--- src/rtl/ide_bank_pkg.sv ---
package ide_bank_pkg;

  // Host port map; the decoder compares these zero-extended to ADDR_W.
  localparam int unsigned PRES_RD_ADDR = 32'h0F0;
  localparam int unsigned PRES_LD_ADDR = 32'h0F1;
  localparam int unsigned BANK_ADDR_A  = 32'h430;
  localparam int unsigned BANK_ADDR_B  = 32'h432;
  localparam int unsigned TF_BASE_ADDR = 32'h640;
  localparam int unsigned CTL_ADDR     = 32'h74C;
  localparam int unsigned SDH_ADDR     = 32'h74E;

  // Kinds of access the decoder resolves one host cycle into.
  typedef enum logic [2:0] {
    ACC_NONE    = 3'd0,
    ACC_BANK    = 3'd1,
    ACC_PRES_RD = 3'd2,
    ACC_PRES_LD = 3'd3,
    ACC_TASK    = 3'd4,
    ACC_DATAW   = 3'd5,
    ACC_CTL     = 3'd6,
    ACC_SDH     = 3'd7
  } acc_kind_e;

  // Byte values placed on the presence and drive/head read ports.
  localparam logic [7:0] PRES_BASE_VAL   = 8'h01;
  localparam logic [7:0] PRES_ABSENT_BIT = 8'h20;
  localparam logic [7:0] SDH_FIXED_BITS  = 8'hC0;
  localparam logic [1:0] SDH_UNIT1_CODE  = 2'b01;
  localparam logic [1:0] SDH_UNIT0_CODE  = 2'b10;

endpackage

--- src/rtl/ide_addr_decode.sv ---
module ide_addr_decode
  import ide_bank_pkg::*;
#(
  parameter int unsigned ADDR_W = 12,
  parameter int unsigned NREG   = 8,
  localparam int unsigned IDX_W = $clog2(NREG)
) (
  input  logic [ADDR_W-1:0] addr,
  input  logic              wr,
  input  logic              rd,
  input  logic              word,
  output acc_kind_e         kind,
  output logic              is_wr,
  output logic              is_rd,
  output logic [IDX_W-1:0]  idx
);

  localparam logic [ADDR_W-1:0] A_PRES_RD = ADDR_W'(PRES_RD_ADDR);
  localparam logic [ADDR_W-1:0] A_PRES_LD = ADDR_W'(PRES_LD_ADDR);
  localparam logic [ADDR_W-1:0] A_BANK_A  = ADDR_W'(BANK_ADDR_A);
  localparam logic [ADDR_W-1:0] A_BANK_B  = ADDR_W'(BANK_ADDR_B);
  localparam logic [ADDR_W-1:0] A_TF_BASE = ADDR_W'(TF_BASE_ADDR);
  localparam logic [ADDR_W-1:0] A_TF_END  = ADDR_W'(TF_BASE_ADDR + 2 * NREG);
  localparam logic [ADDR_W-1:0] A_CTL     = ADDR_W'(CTL_ADDR);
  localparam logic [ADDR_W-1:0] A_SDH     = ADDR_W'(SDH_ADDR);

  logic              any_acc;
  logic              in_tf;
  logic [ADDR_W-1:0] tf_off;

  // A write takes priority over a simultaneous read.
  assign is_wr   = wr;
  assign is_rd   = rd & ~wr;
  assign any_acc = is_wr | is_rd;

  assign tf_off = addr - A_TF_BASE;
  assign in_tf  = (addr >= A_TF_BASE) && (addr < A_TF_END) && !addr[0];

  always_comb begin
    kind = ACC_NONE;
    idx  = '0;
    if (any_acc) begin
      if (word) begin
        if (addr == A_TF_BASE) begin
          kind = ACC_DATAW;
        end
      end else if ((addr == A_BANK_A) || (addr == A_BANK_B)) begin
        kind = ACC_BANK;
      end else if ((addr == A_PRES_RD) && is_rd) begin
        kind = ACC_PRES_RD;
      end else if ((addr == A_PRES_LD) && is_wr) begin
        kind = ACC_PRES_LD;
      end else if (in_tf) begin
        kind = ACC_TASK;
        idx  = tf_off[IDX_W:1];
      end else if (addr == A_CTL) begin
        kind = ACC_CTL;
      end else if ((addr == A_SDH) && is_rd) begin
        kind = ACC_SDH;
      end
    end
  end

endmodule

--- src/rtl/ide_bank_reg.sv ---
module ide_bank_reg #(
  parameter int unsigned NCH    = 2,
  localparam int unsigned SEL_W = (NCH > 1) ? $clog2(NCH) : 1
) (
  input  logic             clk,
  input  logic             rst_n,
  input  logic             wr_en,
  input  logic [7:0]       wdata,
  output logic [SEL_W-1:0] sel
);

  logic [SEL_W-1:0] sel_q;
  logic [SEL_W-1:0] sel_d;
  logic             sel_en;
  logic             lock_bit;
  logic             in_range;

  assign lock_bit = wdata[7];
  assign in_range = (32'(wdata[SEL_W-1:0]) < NCH);
  assign sel_en   = wr_en & ~lock_bit & in_range;

  always_comb begin
    sel_d = sel_q;
    if (sel_en) begin
      sel_d = wdata[SEL_W-1:0];
    end
  end

  always_ff @(posedge clk or negedge rst_n) begin
    if (!rst_n) begin
      sel_q <= '0;
    end else begin
      sel_q <= sel_d;
    end
  end

  assign sel = sel_q;

endmodule

--- src/rtl/ide_presence_shift.sv ---
module ide_presence_shift #(
  parameter int unsigned NDEV = 2
) (
  input  logic            clk,
  input  logic            rst_n,
  input  logic            load,
  input  logic [NDEV-1:0] load_val,
  input  logic            shift,
  output logic            head_bit,
  output logic [NDEV-1:0] q
);

  logic [NDEV-1:0] sh_q;
  logic [NDEV-1:0] sh_d;
  logic            sh_en;

  assign sh_en = load | shift;

  always_comb begin
    sh_d = sh_q;
    if (load) begin
      sh_d = load_val;
    end else if (shift) begin
      sh_d = sh_q >> 1;
    end
  end

  always_ff @(posedge clk or negedge rst_n) begin
    if (!rst_n) begin
      sh_q <= '0;
    end else if (sh_en) begin
      sh_q <= sh_d;
    end
  end

  assign head_bit = sh_q[0];
  assign q        = sh_q;

endmodule

--- src/rtl/ide_bank_decoder.sv ---
module ide_bank_decoder
  import ide_bank_pkg::*;
#(
  parameter int unsigned ADDR_W = 12,
  parameter int unsigned DATA_W = 16,
  parameter int unsigned NCH    = 2,
  parameter int unsigned NREG   = 8,
  parameter int unsigned HEAD_W = 4,
  localparam int unsigned IDX_W = $clog2(NREG),
  localparam int unsigned SEL_W = (NCH > 1) ? $clog2(NCH) : 1
) (
  input  logic                  clk,
  input  logic                  rst_n,
  input  logic [ADDR_W-1:0]     host_addr,
  input  logic                  host_wr,
  input  logic                  host_rd,
  input  logic                  host_word,
  input  logic [DATA_W-1:0]     host_wdata,
  output logic [DATA_W-1:0]     host_rdata,
  output logic [NCH-1:0]        ch_wr,
  output logic [NCH-1:0]        ch_rd,
  output logic [IDX_W-1:0]      ch_reg,
  output logic                  ch_ctl,
  output logic                  ch_word,
  output logic [DATA_W-1:0]     ch_wdata,
  input  logic [NCH*DATA_W-1:0] ch_rdata,
  input  logic [NCH*HEAD_W-1:0] ch_head,
  input  logic [NCH-1:0]        ch_unit,
  input  logic [NCH*2-1:0]      dev_present
);

  localparam logic [DATA_W-1:0] BYTE_MISS = DATA_W'(8'hFF);
  localparam logic [DATA_W-1:0] WORD_MISS = '1;

  acc_kind_e        kind;
  logic             is_wr;
  logic             is_rd;
  logic [IDX_W-1:0] idx;
  logic [SEL_W-1:0] bank_q;
  logic             pres_lsb;
  logic [1:0]       pres_q;

  logic             fwd_acc;
  logic [DATA_W-1:0] sel_rdata;
  logic [HEAD_W-1:0] sel_head;
  logic             sel_unit;
  logic [1:0]       sel_present;
  logic [7:0]       pres_byte;
  logic [7:0]       sdh_byte;

  ide_addr_decode #(
    .ADDR_W (ADDR_W),
    .NREG   (NREG)
  ) dec_i (
    .addr  (host_addr),
    .wr    (host_wr),
    .rd    (host_rd),
    .word  (host_word),
    .kind  (kind),
    .is_wr (is_wr),
    .is_rd (is_rd),
    .idx   (idx)
  );

  ide_bank_reg #(
    .NCH (NCH)
  ) bank_i (
    .clk   (clk),
    .rst_n (rst_n),
    .wr_en (is_wr && (kind == ACC_BANK)),
    .wdata (host_wdata[7:0]),
    .sel   (bank_q)
  );

  // Presence bits of the selected channel: {slave, master}.
  assign sel_present = dev_present[bank_q*2 +: 2];

  ide_presence_shift #(
    .NDEV (2)
  ) pres_i (
    .clk      (clk),
    .rst_n    (rst_n),
    .load     (kind == ACC_PRES_LD),
    .load_val (sel_present),
    .shift    (kind == ACC_PRES_RD),
    .head_bit (pres_lsb),
    .q        (pres_q)
  );

  // Forwarded kinds reach the channel selected before this access.
  assign fwd_acc = (kind == ACC_TASK) || (kind == ACC_DATAW) || (kind == ACC_CTL);

  generate
    for (genvar c = 0; c < NCH; c++) begin : g_ch_strobe
      logic hit;
      assign hit      = fwd_acc && (32'(bank_q) == c);
      assign ch_wr[c] = hit & is_wr;
      assign ch_rd[c] = hit & is_rd;
    end
  endgenerate

  assign ch_reg   = (kind == ACC_TASK) ? idx : '0;
  assign ch_ctl   = (kind == ACC_CTL);
  assign ch_word  = (kind == ACC_DATAW);
  assign ch_wdata = host_wdata;

  assign sel_rdata = ch_rdata[bank_q*DATA_W +: DATA_W];
  assign sel_head  = ch_head[bank_q*HEAD_W +: HEAD_W];
  assign sel_unit  = ch_unit[bank_q];

  assign pres_byte = PRES_BASE_VAL | (pres_lsb ? 8'h00 : PRES_ABSENT_BIT);
  assign sdh_byte  = SDH_FIXED_BITS
                   | {2'b00, 4'(~sel_head), 2'b00}
                   | {6'b0, (sel_unit ? SDH_UNIT1_CODE : SDH_UNIT0_CODE)};

  always_comb begin
    host_rdata = host_word ? WORD_MISS : BYTE_MISS;
    if (is_rd) begin
      unique case (kind)
        ACC_BANK:    host_rdata = DATA_W'(bank_q);
        ACC_PRES_RD: host_rdata = DATA_W'(pres_byte);
        ACC_TASK:    host_rdata = DATA_W'(sel_rdata[7:0]);
        ACC_CTL:     host_rdata = DATA_W'(sel_rdata[7:0]);
        ACC_DATAW:   host_rdata = sel_rdata;
        ACC_SDH:     host_rdata = DATA_W'(sdh_byte);
        default:     host_rdata = host_word ? WORD_MISS : BYTE_MISS;
      endcase
    end
  end

endmodule

--- config.mk ---
export PLATFORM = sky130hd
export DESIGN_NAME = ide_bank_decoder
export DESIGN_NICKNAME = d
export VERILOG_FILES = /design/src/rtl/ide_bank_pkg.sv /design/src/rtl/ide_addr_decode.sv /design/src/rtl/ide_bank_reg.sv /design/src/rtl/ide_presence_shift.sv /design/src/rtl/ide_bank_decoder.sv
export SDC_FILE = /design/constraint.sdc
export NUM_CORES = 1
export LEC_CHECK = 0
export BUFFER_PORTS_ARGS = -buffer_cell sky130_fd_sc_hd__buf_4
export CAP_MARGIN = 20
export CORE_ASPECT_RATIO = 1.2
export CORE_MARGIN = 8
export CORE_UTILIZATION = 37
export CTS_CLUSTER_DIAMETER = 80
export CTS_CLUSTER_SIZE = 24
export DETAILED_ROUTE_END_ITERATION = 8
export PLACE_DENSITY = 0.83
export SLEW_MARGIN = 5
export SYNTH_ARGS = -nofsm -noshare
export SYNTH_HDL_FRONTEND = slang
export SYNTH_HIERARCHICAL = 1
export SYNTH_SLANG_ARGS = --single-unit
--- constraint.sdc ---
create_clock -name clk -period 3.5 [get_ports clk]
set_clock_uncertainty 0.05 [all_clocks]
set_input_delay 0.7 -clock clk [delete_from_list [all_inputs] [get_ports clk]]
set_output_delay 0.7 -clock clk [all_outputs]
set_load 0.02 [all_outputs]
# Word level (Yosys, flattened, before mapping)
# Index checks and enable logic that the tools add are counted.
# word_totals
register_bits	3
latch_bits	0
ram_bits	0
mem_bits_ro	0
in_bits	79
word_cells	76
memories	0
# op_classes
addsub	1
multipliers	0
div	0
magnitude_cmp	3
n_eq_ne	14
n_shift	3
n_mux	25
bitwise_logic	13
n_reduce_logical	15
# op_table
operator	count
case mux 16 bit (5 select lines)	1
equality test 12 x 11 -> 1 bit, second input constant	5
two-way mux 3 bit	16
two-way mux 16 bit	2
indexed part select 32 x 6 -> 16 bit	1
equality test 12 x 8 -> 1 bit, second input constant	2
equality test 3 bit, second input constant	4
>= comparator 12 x 11 -> 1 bit, second input constant	1
less-than comparator 12 x 11 -> 1 bit, second input constant	1
logical AND 1 bit	8
OR 8 x 2 -> 8 bit	1
indexed part select 8 x 4 -> 4 bit	1
AND 1 bit	6
equality test 3 x 2 -> 1 bit, second input constant	2
two-way mux 2 bit	3
two-way mux 6 bit	1
inverter 4 bit	1
indexed part select 4 x 3 -> 2 bit	1
subtractor 4 x 1 -> 4 bit, second input constant	1
equality test 3 x 1 -> 1 bit, second input constant	1
logical OR 1 bit	3
inverter 1 bit	3
less-than comparator 1 x 2 -> 1 bit, second input constant	1
two-way mux 1 bit	2
5 further kinds	6

# Logic depth before layout (Yosys ltp)
# logic_depth
word_depth	16
depth_mapped	9
mapped_depth_nobuf	8

# Hierarchy
# Netlist, hierarchy kept.
# modules_own_cells
mod	n_inst	cells_per_inst	area_per_inst_um2	seq_area_each_um2
ide_bank_decoder	1	113	849.6	0.0
ide_addr_decode	1	35	244.0	0.0
ide_presence_shift	1	8	88.8	50.0
ide_bank_reg	1	3	53.8	25.0

# Least setup slack after synthesis
# Ideal clock, no wire load.
# synth_timing
path_type	input port to output port
from	input host_addr[0]
to	output host_rdata[15]
arrival_time_ns	2.780
t_required_ns	2.750
setup_slack_ns	-0.030
stages	8
n_path_buf	1
cell_sequence	or4b_4 -> a2111oi_4 -> a31oi_1 -> nor3b_2 -> buf_6 -> nand2b_4 -> a31oi_4 -> o21ai_0
# synth_between
elab_chain_cells	14
elab_cells_between_ends	34
cone_classes	order compare: 2; eq/ne: 13; mux: 11; reduce/logical: 8
# synth_rtl
element	line	text
start, declared	ide_bank_decoder.sv:14	input logic [ADDR_W-1:0] host_addr,
parallel branches: the longest is 7 deep, another holds >= comparator 12 x 11 -> 1 bit	-	
two-way mux 3 bit (*)	ide_addr_decode.sv:47	end else if ((addr == A_BANK_A) || (addr == A_BANK_B)) begin
two-way mux 3 bit (*)	ide_addr_decode.sv:43	if (word) begin
two-way mux 3 bit (*)	ide_addr_decode.sv:42	if (any_acc) begin
named net kind[1]	ide_bank_decoder.sv:35	acc_kind_e kind;
equality test 3 bit	ide_bank_decoder.sv:119	unique case (kind)
OR reduction 2 bit (no source line)	-	
case mux 16 bit (5 select lines) (*)	ide_bank_decoder.sv:119	
two-way mux 16 bit (*)	ide_bank_decoder.sv:118	if (is_rd) begin
end, declared	ide_bank_decoder.sv:19	output logic [DATA_W-1:0] host_rdata,
# Mark *: on every way through the listed nets, which the timed path passes.

# Final worst setup path
# layout_timing
from	input host_addr[5]
to	output host_rdata[5]
# The elaborated chain is that of the path after synthesis.

==> impl_metrics.yaml <==
status:
  status: "finished with violations"
  violations: "negative setup slack"
drt:
  drcViolationCount: 0
  num_vias: 1565
  firstDrtPassIters: 4
  ant_nets: 0
  viasPerCell: 5.22
  wire_per_inst_um: 15.7
  totalWireLength_um: 4700
  drt_iter0_drc: 55
pwr:
  p_total_mw: 0.430
  vdd_drop_max_uv: 209
  power.density_mw_per_mm2: 194
  p_leak_nw: 1.05
placed_design:
  dpl_worst_slack_ns: -0.193
  dp_cells: 286
  dp_hpwl_um: 3720
  port_buffers: 91
  gp_congestion: 0.754
die:
  die_w_um: 68.6
  die_h_um: 79.1
  fp.dieArea_mm2: 0.00543
  placementRows: 23
  io_pins: 120
  core_area_mm2: 0.00325
  initial_core_util: 0.378
final_layout:
  fin_util: 0.684
  n_antenna_cell: 0
  final_cells: 300
  drive_above_1_share: 0.684
  syn_to_final_growth_pct: 81.0
  nets: 343
clock_tree:
  clock_sinks: 3
  cts_buffers: 3
  cts_max_level: 1
  insertion_delay_ns: 0.21
  cts_tree: "done"
  clock-root-buffer: "clkbuf_8"
  clock_path_buffers: 2
  clk_pin_slew_ns: 0.03
  postCtsHoldBufs: 0
sta:
  slew_viol_final: 0
  setup_slack_ns: -0.103
  hold_viol: 0
  setup_tns_ns: -1.18
  worstMarginPinSlew_ns: 0.541
  finalCritPeriodShare: 1.03
  min_period_ns: 3.60
  relSlewSlack: 0.640
  rsz0062_at_grt: "yes"
  fmax_ghz: 0.278
  setup_violations: 18
worst_setup_path:
  cp_max_fo: 3
  arrival_ns: 2.85
  r2r.worst_path.cells: 3
  cp-start-kind: "input port"
  cp.required_ns: 2.75
  worstSetupPathType: "in -> out"
  critPathCaptureType: "primary output"
yosys:
  syn_area_mm2: 0.00123
  syn_inst: 158
  yosys_warnings: 6
  synthesis.nets: 237
  avgSynthCellArea_um2: 7.78
global_routing:
  grt_pass1_wl_um: 6820
  overflow: 0
  grt_start_max_net_pins: 21
  grt_antenna_before_repair: 0
  grt_pass1_vias: 1618
  grt_usage: 0.155
worst_hold_path:
  hp-class: "in -> async"
flow_run:
  max_cap_violations: 0
-- worst max-delay path: stages --
cell and delay [ns]:
buf_6 0.09, or4bb_4 0.57, a2111oi_4 0.32, a31oi_1 0.09
nor3b_2 0.24, buf_4 0.17, nand2b_4 0.06, or3_1 0.38
o2111ai_2 0.08, buf_6 0.15
-- final cells by class --
class,count,area [µm²]
clock buffers,4,45.0
fillers,276,1030
inverters,6,22.5
multi-input cells,122,1000
flip-flops and latches,3,75.1
well taps,37,46.3
repair buffers,128,1030
-- path summary, 6_finish.rpt --
check | start | endpoint | slack [ns]
max | host_addr[5] | host_rdata[5] | -0.10
min | rst_n | pres_i/q[1]$_DFFE_PN0P_ | 0.22
max reg2reg | bank_i/sel$_DFFE_PN0P_ | pres_i/q[1]$_DFFE_PN0P_ | 1.84
min reg2reg | pres_i/q[1]$_DFFE_PN0P_ | pres_i/q[1]$_DFFE_PN0P_ | 0.44
max in group asynchronous | rst_n | bank_i/sel$_DFFE_PN0P_ | 3.09
min in group clk | pres_i/q[1]$_DFFE_PN0P_ | pres_i/q[1]$_DFFE_PN0P_ | 0.44
-- cells in the final DEF (no fill, tap or decap), drive strengths merged, types with 5 or more instances in the layout --
| cell type | n |
|---|---|
| buf | 128 |
| nand2 | 18 |
| mux2 | 13 |
| o21ai | 12 |
| and3 | 10 |
| nor2 | 10 |
| nand3 | 9 |
| mux2i | 7 |
| inv | 6 |
| a21oi | 5 |
| nor3 | 5 |
-- per-layer routing --
layer	vias up	part of all wire	global-route usage
li1	773	-	-
met1	723	0.33	0.143
met2	61	0.55	0.313
met3	8	0.10	0.0323
met4	0	0.012	0.0493
met5	-	0	0
-- stage by stage --
step / hold slack (ns) / area [µm²]
final: 0.220 / 2220
after global routing: 0.221 / 2220
after CTS: 0.218 / 2160
after detailed placement: 0.435 / 1980
after global placement: 0.434 / 1980
after floorplan: 0.354 / 1240
-- sequential cells by signal, summed over array words and instances (netlist names) --
register,cells
bank_i/sel,1
pres_i/q,2
-- power by group --
part           internal, mW  switching, mW  leakage (nW)
combinational         0.162          0.118         0.985
sequential           0.0377         0.0145        0.0401
clock                0.0775         0.0203        0.0228
total                 0.278          0.153          1.05
-- timing repair --
| item | CTS | global route |
|---|---|---|
| gates resized for setup | 16 | 18 |
| endpoints found under the setup margin | 24 | 25 |
| pin swaps | 7 | 7 |
| hold endpoints to repair | 0 | 0 |
| buffers inserted | 10 | 0 |
Note: power is estimated with default switching activity, not from simulation.
